[config.mk]
export PLATFORM = sky130hd
export DESIGN_NAME = wk_adc_backend
export DESIGN_NICKNAME = d
export VERILOG_FILES = /design/src/rtl/wk_pkg.sv /design/src/rtl/wk_seq.sv /design/src/rtl/wk_chan.sv /design/src/rtl/wk_rdout.sv /design/src/rtl/wk_adc_backend.sv
export SDC_FILE = /design/constraint.sdc
export NUM_CORES = 2
export LEC_CHECK = 0
export ABC_AREA = 0
export BUFFER_PORTS_ARGS = -buffer_cell sky130_fd_sc_hd__buf_2
export CAP_MARGIN = 20
export CORE_ASPECT_RATIO = 1.75
export CORE_UTILIZATION = 45
export CTS_CLUSTER_SIZE = 40
export DETAILED_ROUTE_END_ITERATION = 6
export PLACE_DENSITY = 0.69
export SYNTH_ARGS = -nofsm -noshare
export SYNTH_HDL_FRONTEND = slang
export SYNTH_SLANG_ARGS = --single-unit
export TNS_END_PERCENT = 20
[constraint.sdc]
create_clock -name clk -period 3.6 [get_ports clk]
set_clock_uncertainty 0.05 [all_clocks]
set_input_delay 0.36 -clock clk [delete_from_list [all_inputs] [get_ports clk]]
set_output_delay 0.36 -clock clk [all_outputs]
set_load 0.01 [all_outputs]
[src/rtl/wk_pkg.sv]
package wk_pkg;
  typedef enum logic [1:0] {
    PH_IDLE = 2'd0,
    PH_RAMP = 2'd1,
    PH_READ = 2'd2
  } phase_t;
endpackage

[src/rtl/wk_seq.sv]
module wk_seq
  import wk_pkg::*;
#(
  parameter int CW    = 12,
  parameter int NSAMP = 64,
  localparam int SW   = (NSAMP > 1) ? $clog2(NSAMP) : 1
) (
  input  logic          clk,
  input  logic          rst_n,
  input  logic          start,
  input  logic          rd_finish,
  output phase_t        phase,
  output logic          ramp_on,
  output logic          ramp_last,
  output logic          arm,
  output logic [CW-1:0] gcode,
  output logic          done,
  output logic [SW-1:0] sample_idx
);
  localparam logic [CW-1:0] TOP_CNT  = {CW{1'b1}};
  localparam logic [SW-1:0] LAST_IDX = SW'(NSAMP - 1);

  phase_t        ph_q;
  logic [CW-1:0] bin_q, bin_nx, gray_q, gray_nx;
  logic          done_q;
  logic [SW-1:0] idx_q;

  assign bin_nx  = bin_q + 1'b1;
  assign gray_nx = bin_nx ^ (bin_nx >> 1);

  always_ff @(posedge clk or negedge rst_n) begin
    if (!rst_n) begin
      ph_q   <= PH_IDLE;
      bin_q  <= '0;
      gray_q <= '0;
      done_q <= 1'b0;
      idx_q  <= '0;
    end else begin
      done_q <= 1'b0;
      case (ph_q)
        PH_IDLE: begin
          if (start) begin
            ph_q   <= PH_RAMP;
            bin_q  <= '0;
            gray_q <= '0;
          end
        end
        PH_RAMP: begin
          bin_q  <= bin_nx;
          gray_q <= gray_nx;
          if (bin_q == TOP_CNT) begin
            ph_q   <= PH_READ;
            done_q <= 1'b1;
          end
        end
        PH_READ: begin
          if (rd_finish) begin
            ph_q  <= PH_IDLE;
            idx_q <= (idx_q == LAST_IDX) ? '0 : idx_q + 1'b1;
          end
        end
        default: ph_q <= PH_IDLE;
      endcase
    end
  end

  assign phase      = ph_q;
  assign ramp_on    = (ph_q == PH_RAMP);
  assign ramp_last  = ramp_on && (bin_q == TOP_CNT);
  assign arm        = (ph_q == PH_IDLE) && start;
  assign gcode      = gray_q;
  assign done       = done_q;
  assign sample_idx = idx_q;
endmodule

[src/rtl/wk_chan.sv]
module wk_chan #(
  parameter int CW = 12
) (
  input  logic          clk,
  input  logic          rst_n,
  input  logic          cmp,
  input  logic          arm,
  input  logic          ramp_on,
  input  logic          ramp_last,
  input  logic [CW-1:0] gcode,
  output logic [CW-1:0] code
);
  // Gray code of the all-ones count
  localparam logic [CW-1:0] FULL_G = {1'b1, {(CW-1){1'b0}}};

  logic s1_q, s2_q, s3_q, armed_q;
  logic [CW-1:0] code_q;
  logic rise;

  assign rise = s2_q && !s3_q;

  always_ff @(posedge clk or negedge rst_n) begin
    if (!rst_n) begin
      s1_q    <= 1'b0;
      s2_q    <= 1'b0;
      s3_q    <= 1'b0;
      armed_q <= 1'b0;
      code_q  <= '0;
    end else begin
      s1_q <= cmp;
      s2_q <= s1_q;
      s3_q <= s2_q;
      if (arm) begin
        armed_q <= 1'b1;
      end else if (ramp_on && armed_q) begin
        if (rise) begin
          code_q  <= gcode;
          armed_q <= 1'b0;
        end else if (ramp_last) begin
          code_q  <= FULL_G;
          armed_q <= 1'b0;
        end
      end
    end
  end

  assign code = code_q;
endmodule

[src/rtl/wk_rdout.sv]
module wk_rdout #(
  parameter int NCH = 88,
  parameter int CW  = 12,
  localparam int CHW = (NCH > 1) ? $clog2(NCH) : 1
) (
  input  logic           clk,
  input  logic           rst_n,
  input  logic           rd_en,
  input  logic [CW-1:0]  codes [NCH],
  input  logic           out_ready,
  output logic           out_valid,
  output logic [CW-1:0]  out_data,
  output logic [CHW-1:0] out_chan,
  output logic           rd_finish
);
  localparam logic [CHW-1:0] LAST_CH = CHW'(NCH - 1);

  logic [CHW-1:0] ch_q;
  logic [CW-1:0]  g_sel, b_sel;
  logic           xfer;

  assign xfer = rd_en && out_ready;

  always_ff @(posedge clk or negedge rst_n) begin
    if (!rst_n) begin
      ch_q <= '0;
    end else if (xfer) begin
      ch_q <= (ch_q == LAST_CH) ? '0 : ch_q + 1'b1;
    end
  end

  assign g_sel = codes[ch_q];

  always_comb begin
    b_sel[CW-1] = g_sel[CW-1];
    for (int i = CW - 2; i >= 0; i--) begin
      b_sel[i] = b_sel[i+1] ^ g_sel[i];
    end
  end

  assign out_valid = rd_en;
  assign out_data  = b_sel;
  assign out_chan  = ch_q;
  assign rd_finish = xfer && (ch_q == LAST_CH);
endmodule

[src/rtl/wk_adc_backend.sv]
module wk_adc_backend
  import wk_pkg::*;
#(
  parameter int NCH   = 88,
  parameter int CW    = 12,
  parameter int NSAMP = 64,
  localparam int CHW  = (NCH > 1) ? $clog2(NCH) : 1,
  localparam int SW   = (NSAMP > 1) ? $clog2(NSAMP) : 1
) (
  input  logic           clk,
  input  logic           rst_n,
  input  logic           start,
  input  logic [NCH-1:0] cmp_async,
  output logic           ramp_active,
  output logic           done,
  output logic [SW-1:0]  sample_idx,
  output logic           out_valid,
  input  logic           out_ready,
  output logic [CW-1:0]  out_data,
  output logic [CHW-1:0] out_chan
);
  phase_t        phase;
  logic          ramp_on, ramp_last, arm, rd_finish;
  logic [CW-1:0] gcode;
  logic [CW-1:0] codes [NCH];

  wk_seq #(.CW(CW), .NSAMP(NSAMP)) u_seq (
    .clk        (clk),
    .rst_n      (rst_n),
    .start      (start),
    .rd_finish  (rd_finish),
    .phase      (phase),
    .ramp_on    (ramp_on),
    .ramp_last  (ramp_last),
    .arm        (arm),
    .gcode      (gcode),
    .done       (done),
    .sample_idx (sample_idx)
  );

  for (genvar g = 0; g < NCH; g++) begin : g_ch
    wk_chan #(.CW(CW)) u_ch (
      .clk       (clk),
      .rst_n     (rst_n),
      .cmp       (cmp_async[g]),
      .arm       (arm),
      .ramp_on   (ramp_on),
      .ramp_last (ramp_last),
      .gcode     (gcode),
      .code      (codes[g])
    );
  end

  wk_rdout #(.NCH(NCH), .CW(CW)) u_rd (
    .clk       (clk),
    .rst_n     (rst_n),
    .rd_en     (phase == PH_READ),
    .codes     (codes),
    .out_ready (out_ready),
    .out_valid (out_valid),
    .out_data  (out_data),
    .out_chan  (out_chan),
    .rd_finish (rd_finish)
  );

  assign ramp_active = ramp_on;
endmodule

## Word level (Yosys, flattened, before mapping)

Cells that the tools add are included.

| word-level totals | value |
|---|---|
| word-level logic and storage cells | 1,553 |
| register bits | 1,448 |
| input port bits | 92 |

| cells by class | value |
|---|---|
| $lt $le $gt $ge | 1 |
| muxes and demuxes | 368 |
| reductions and logical operators | 713 |
| bitwise logic cells | 14 |
| equal/unequal tests | 8 |
| add/subtract/negate cells | 3 |

Operator list:

| operator | number |
|---|---|
| $mux 12 | 92 |
| $reduce_bool 2->1 | 177 |
| $mux 1 | 267 |
| $reduce_and 3->1 | 89 |
| $reduce_bool 3->1 | 88 |
| $logic_and 1x1->1 | 180 |
| $reduce_and 2->1 | 90 |
| $logic_not 1->1 | 88 |
| $bmux 12 s7 | 1 |
| $pmux 12 s2 | 2 |
| $add 12x1->12 const B | 1 |
| $eq 12x12->1 const B | 1 |
| $xor 12x11->12 | 1 |
| $xor 1x1->1 | 11 |
| $ge 8x8->1 const B | 1 |
| $not 7->8 | 1 |
| $add 7x1->7 const B | 1 |
| $eq 7x7->1 const B | 1 |
| $mux 7 | 1 |
| $add 6x1->6 const B | 1 |
| $eq 6x6->1 const B | 1 |
| $mux 2 | 3 |
| $mux 6 | 1 |
| $ne 2x2->1 const B | 3 |
| 5 further kinds | 5 |

## Logic depth before layout (Yosys ltp)

| depth | value |
|---|---|
| word-level depth | 15 |
| depth in mapped cells | 18 |

## Cells and area by module

From an unflattened synthesis, not the netlist that was laid out.

| unflattened totals | value |
|---|---|
| cells, all modules | 4,140 |
| area total of the unflattened synthesis | 61,931.9 um^2 |

By module, submodules not included:

| module | area each (um^2) | seq. area each (um^2) | cells an instance | times used |
|---|---|---|---|---|
| wk_chan | 579.3 | 400.4 | 37 | 88 |
| wk_rdout | 9,313.9 | 175.2 | 710 | 1 |
| wk_seq | 1,625.3 | 800.8 | 173 | 1 |
| wk_adc_backend | 13.8 | 0.0 | 1 | 1 |

## Worst setup path after synthesis

No wires, ideal clock.

| timing path | value |
|---|---|
| kind | register to output |
| from | register u_rd.ch_q[0], in the netlist u_rd.out_chan[0] |
| to | output port out_data[1] |
| data required time | 3,190 ps |
| setup slack | -318 ps |
| stages on the path, launching flop included | 11 |
| path buffers | 2 |
| arrival | 3,508 ps |
| cell sequence | dfrtp_1 > buf_6 > buf_2 > mux4_2 > a22oi_1 > a21oi_1 > o32a_1 > xnor2_4 > xnor3_2 > xnor3_2 > xor2_1 |

| between the ends | value |
|---|---|
| cells in the longest elaborated chain, start to end | 14 |

RTL lines:

| element | RTL line | source |
|---|---|---|
| start: declaration | wk_rdout.sv:18 | `logic [CHW-1:0] ch_q;` |
| start signal: assignment | wk_rdout.sv:28 | `ch_q <= (ch_q == LAST_CH) ? '0 : ch_q + 1'b1;` |
| $not 7->8 (implied by the code) | wk_rdout.sv:32 | `assign g_sel = codes[ch_q];` |
| $bmux 12 s7 | wk_rdout.sv:32 |  |
| $mux 12 (implied by the code) (2 in series) | wk_rdout.sv:32 |  |
| via out_data[11] | wk_adc_backend.sv:19 | `output logic [CW-1:0] out_data,` |
| $xor 1x1->1 (3 in series) | wk_rdout.sv:37 | `b_sel[i] = b_sel[i+1] ^ g_sel[i];` |
| via out_data[8] | wk_adc_backend.sv:19 |  |
| $xor 1x1->1 (7 in series) | wk_rdout.sv:37 |  |
| end: declaration | wk_adc_backend.sv:19 |  |

The timed path passes the listed nets, and every way through them passes these cells. The select of a mux whose other input is x is not followed.

## Worst setup path after layout

| timing path | value |
|---|---|
| from | register u_rd.ch_q[0], in the netlist u_rd.out_chan[0] |
| to | output port out_data[6] |

| between the ends | value |
|---|---|
| cells in the longest elaborated chain, start to end | 9 |

RTL lines:

| element | RTL line |
|---|---|
| $not 7->8 (implied by the code) (*) | wk_rdout.sv:32 |
| $bmux 12 s7 (*) | wk_rdout.sv:32 |
| $mux 12 (implied by the code) (*) (2 in series) | wk_rdout.sv:32 |
| $xor 1x1->1 (4 in series) | wk_rdout.sv:37 |
| $xor 1x1->1 (*) | wk_rdout.sv:37 |

Every way passes the cells marked *; elsewhere a longest branch is shown, timed or not. The select of a mux whose other input is x is not followed.

==> impl_metrics.prom <==
# TYPE chip_impl_metric gauge
chip_impl_info{name="status",value="finished, violations left"} 1
chip_impl_info{name="violations",value="negative setup slack"} 1
chip_impl_metric{name="maxClockFrequency",unit="MHz"} 198
chip_impl_metric{name="global_route.overflow_total",unit=""} 0
chip_impl_metric{name="cts.clk_slew.worst_paths",unit="ps"} 60
chip_impl_metric{name="num_vias",unit=""} 49100
chip_impl_metric{name="placedInstanceArea",unit="um2"} 67900
chip_impl_metric{name="place_congestion",unit=""} 0.990
chip_impl_metric{name="worst_skew_pair_later_pin_latency",unit="ps"} 800
chip_impl_info{name="worstSetupStartpointType",value="flip-flop"} 1
chip_impl_metric{name="pwr_density_cell",unit="nW/um2"} 740
chip_impl_info{name="cp-end-kind",value="output port"} 1
chip_impl_metric{name="drc",unit=""} 0
chip_impl_metric{name="timing.final.crit_period",unit="ps"} 5050
chip_impl_metric{name="core",unit="um2"} 139000
chip_impl_metric{name="synth_area",unit="um2"} 63300
chip_impl_metric{name="dp_hpwl",unit="um"} 142000
chip_impl_metric{name="multiInputGateArea",unit="um2"} 25500
chip_impl_metric{name="grt_start_max_net_pins",unit=""} 118
chip_impl_metric{name="detail_route.vias_per_cell",unit=""} 5.75
chip_impl_metric{name="final_nets",unit=""} 6697
chip_impl_metric{name="wirelength",unit="um"} 207000
chip_impl_info{name="commonest_cells_after_routing_fill_and_taps_aside",value="nand2_1 (2,261), dfrtp_1 (1,432), o21ai_0 (1,105)"} 1
chip_impl_metric{name="n_fill_cell",unit=""} 12000
chip_impl_metric{name="grt_pass1_wl",unit="um"} 315000
chip_impl_metric{name="final-setup-viol-count",unit=""} 12
chip_impl_metric{name="worst_ep_required_time",unit="ps"} 3190
chip_impl_metric{name="dieArea",unit="um2"} 142000
chip_impl_metric{name="cts_buffer_depth",unit=""} 3
chip_impl_metric{name="postRouteAntennaNets",unit=""} 0
chip_impl_metric{name="ys_async_sr_fraction",unit=""} 1.00
chip_impl_metric{name="h_tree_depth",unit=""} 4
chip_impl_metric{name="site_row_count",unit=""} 181
chip_impl_metric{name="grt_pass1_vias",unit=""} 50000
chip_impl_metric{name="detailedPlace.worstSlack",unit="ps"} -953
chip_impl_metric{name="final_critical_path_setup_slack",unit="ps"} -1450
chip_impl_metric{name="syn_nets",unit=""} 6490
chip_impl_metric{name="drt-wirelength-per-cell",unit="um"} 24.2
chip_impl_metric{name="power.leakage",unit="nW"} 31.8
chip_impl_info{name="cts.root.buffer_cell",value="clkbuf_16"} 1
chip_impl_metric{name="proportion_of_layout_cells_with_a_drive_suffix_above_1",unit=""} 0.174
chip_impl_metric{name="hold_ws",unit="ps"} 72.7
chip_impl_metric{name="synthDistinctLibCells",unit=""} 61
chip_impl_info{name="critPathKind",value="reg -> out"} 1
chip_impl_metric{name="sequential_fraction_of_the_synthesis_area",unit=""} 0.572
chip_impl_metric{name="power",unit="mW"} 54.8
chip_impl_metric{name="sequential_cell_area",unit="um2"} 36300
chip_impl_metric{name="cts.sinks",unit=""} 1447
chip_impl_metric{name="max-vdd-ir-drop",unit="mV"} 0.526
chip_impl_metric{name="gr-usage-all-layers",unit=""} 0.295
chip_impl_info{name="mostFrequentLayoutCell",value="nand2_1"} 1
chip_impl_metric{name="floorplan.initialDensity",unit=""} 0.455
chip_impl_metric{name="cp_data_arrival_time",unit="ps"} 4640
chip_impl_info{name="synth_ff_type",value="dfrtp_1"} 1
chip_impl_metric{name="finalMaxSlewViolations",unit=""} 0
chip_impl_metric{name="timing.slew.headroom",unit=""} 0.0715
chip_impl_metric{name="io_buffers",unit=""} 119
chip_impl_metric{name="postSynthCellCount",unit=""} 6395
chip_impl_metric{name="drv_cap",unit=""} 0
chip_impl_metric{name="synth_seq_cells",unit=""} 1447
chip_impl_metric{name="firstDrtPassIters",unit=""} 6
chip_impl_metric{name="cts_inserted_buffers",unit=""} 134
chip_impl_metric{name="finalSetupTns",unit="ps"} -14440
chip_impl_metric{name="antenna_violations_before_repair",unit=""} 3
chip_impl_metric{name="drt_first_iter_violations",unit=""} 5025
chip_impl_metric{name="syn-mean-instance-area",unit="um2"} 9.91
chip_impl_metric{name="finalInstanceArea",unit="um2"} 74100
chip_impl_metric{name="timing_worst_slew_pin_value",unit="ps"} 1390
chip_impl_metric{name="fp.dieW",unit="um"} 286
chip_impl_metric{name="worstPathMaxFanout",unit=""} 8
chip_impl_metric{name="final_hold_vios",unit=""} 0
chip_impl_metric{name="die_height",unit="um"} 498
chip_impl_info{name="worst_hold_path_type",value="in -> async"} 1
chip_impl_metric{name="timing.final.crit_share",unit=""} 1.40
chip_impl_metric{name="layout_area_overhead",unit="%"} 17.0
chip_impl_metric{name="design.portCount",unit=""} 120
chip_impl_info{name="cts_tree",value="built"} 1
chip_impl_metric{name="synth-warning-count",unit=""} 0
chip_impl_metric{name="synth_enable_flop_cells",unit=""} 0
chip_impl_info{name="grt_setup_unrepaired",value="true"} 1
-- state kept, by name, summed over array words and instances (netlist names), 7 cells and up --
register           flops
g_ch.u_ch.code      1056
g_ch.u_ch.s2_q        88
g_ch.u_ch.s1_q        88
g_ch.u_ch.armed_q     88
g_ch.u_ch.s3_q        88
u_rd.out_chan          7
u_seq.gcode           12
u_seq.bin_q           11
-- cells by family after synthesis --
group	after synthesis	synth area share
simple gates	2611	0.158
flops	1447	0.572
compound gates	1405	0.116
buf+inv	542	0.0372
mux	344	0.110
xor+xnor	43	0.00705
fa+ha+maj	3	0.000593
-- power by group --
| part | internal, mW | switching, mW | leakage [nW] |
|---|---|---|---|
| Combinational | 5.58 | 7.46 | 10.9 |
| Clock | 8.72 | 6.65 | 2.29 |
| Sequential | 21.5 | 4.89 | 18.5 |
| Total | 35.8 | 19.0 | 31.8 |
-- worst max-delay path, cell delays in order, from the launching register on --
cell and delay [ps]:
dfrtp_4 570, buf_12 160, clkbuf_16 180, buf_12 120
mux4_2 580, mux4_2 500, o22ai_2 140, buf_6 140
nor4_1 50, a21oi_2 180, xnor3_2 420, buf_12 170
buf_12 120, xor2_4 180, xor2_1 170, buf_2 150
-- worst paths after layout --
check | to | slack, ps | depth (start not counted) | from
max in group asynchronous | g_ch[6].u_ch.s1_q$_DFF_PN0_ | 2080 | 3 | rst_n
min in group clk | u_rd.out_chan[1]$_DFFE_PN0P_ | 90 | 4 | out_ready
min reg2reg | g_ch[26].u_ch.s2_q$_DFF_PN0_ | 290 | 0 | g_ch[26].u_ch.s1_q$_DFF_PN0_
max | out_data[6] | -1450 | 15 | u_rd.out_chan[0]$_DFFE_PN0P_
max reg2reg | g_ch[82].u_ch.code[0]$_DFFE_PN0P_ | 180 | 11 | u_seq.bin_q[0]$_DFFE_PN0P_
min | g_ch[35].u_ch.code[11]$_DFFE_PN0P_ | 70 | 2 | rst_n
-- cell type report --
cell class,instances,area share
Sequential cell,1447,0.489
Multi-Input combinational cell,4406,0.345
Timing Repair Buffer,604,0.0711
Clock buffer,185,0.0516
Tap cell,1830,0.0309
Clock inverter,60,0.0120
Inverter,9,0.000523
Antenna cell,3,0.000101
-- cells in the mapped netlist (5+ instances only) --
cell type | count | area share
nand2_1 | 2264 | 0.13
dfrtp_1 | 1447 | 0.57
o21ai_0 | 1108 | 0.088
clkbuf_1 | 463 | 0.027
mux4_2 | 257 | 0.091
nor2_1 | 203 | 0.012
a21oi_1 | 196 | 0.015
nor3_1 | 90 | 0.0071
mux2i_1 | 52 | 0.0082
nand3_1 | 26 | 0.0021
a22oi_1 | 24 | 0.0028
buf_2 | 24 | 0.0019
xnor2_1 | 20 | 0.0028
mux2_2 | 19 | 0.0034
xor2_1 | 18 | 0.0025
a221oi_1 | 17 | 0.0024
buf_4 | 17 | 0.0020
mux4_1 | 16 | 0.0066
a31oi_1 | 11 | 0.0011
buf_1 | 11 | 0.00065
buf_12 | 10 | 0.0032
buf_6 | 7 | 0.0012
inv_1 | 7 | 0.00041
o31ai_1 | 7 | 0.00083
and3_1 | 6 | 0.00059
o21ai_1 | 6 | 0.00047
nor2b_1 | 5 | 0.00049
o22ai_1 | 5 | 0.00049
-- layer usage --
| layer | vias up | GRT usage | part of all wire | wire (um) |
|---|---|---|---|---|
| met5 | - | 0 | 0 | 0 |
| met4 | 0 | 0.231 | 0.087 | 18000 |
| met3 | 658 | 0.0491 | 0.067 | 13800 |
| met2 | 2134 | 0.483 | 0.49 | 101000 |
| met1 | 24400 | 0.344 | 0.36 | 74200 |
| li1 | 21900 | - | - | - |
-- per-stage QoR --
stage / utilization / cells
2_1_floorplan: - / 6395
3_3_place_gp: 0.487 / 8181
3_5_place_dp: 0.487 / 8184
4_1_cts: 0.530 / 8531
5_1_grt: 0.532 / 8542
6_report: 0.532 / 8544
-- timing repair --
item,in CTS,in global routing
resized for setup,26,47
pin swaps,11,18
hold buffers,90,0
setup endpoints to repair,12,13
buffers inserted,11,9
endpoints found under the hold margin,175,0
gates cloned,1,2
(Power assumes the default switching activity.)
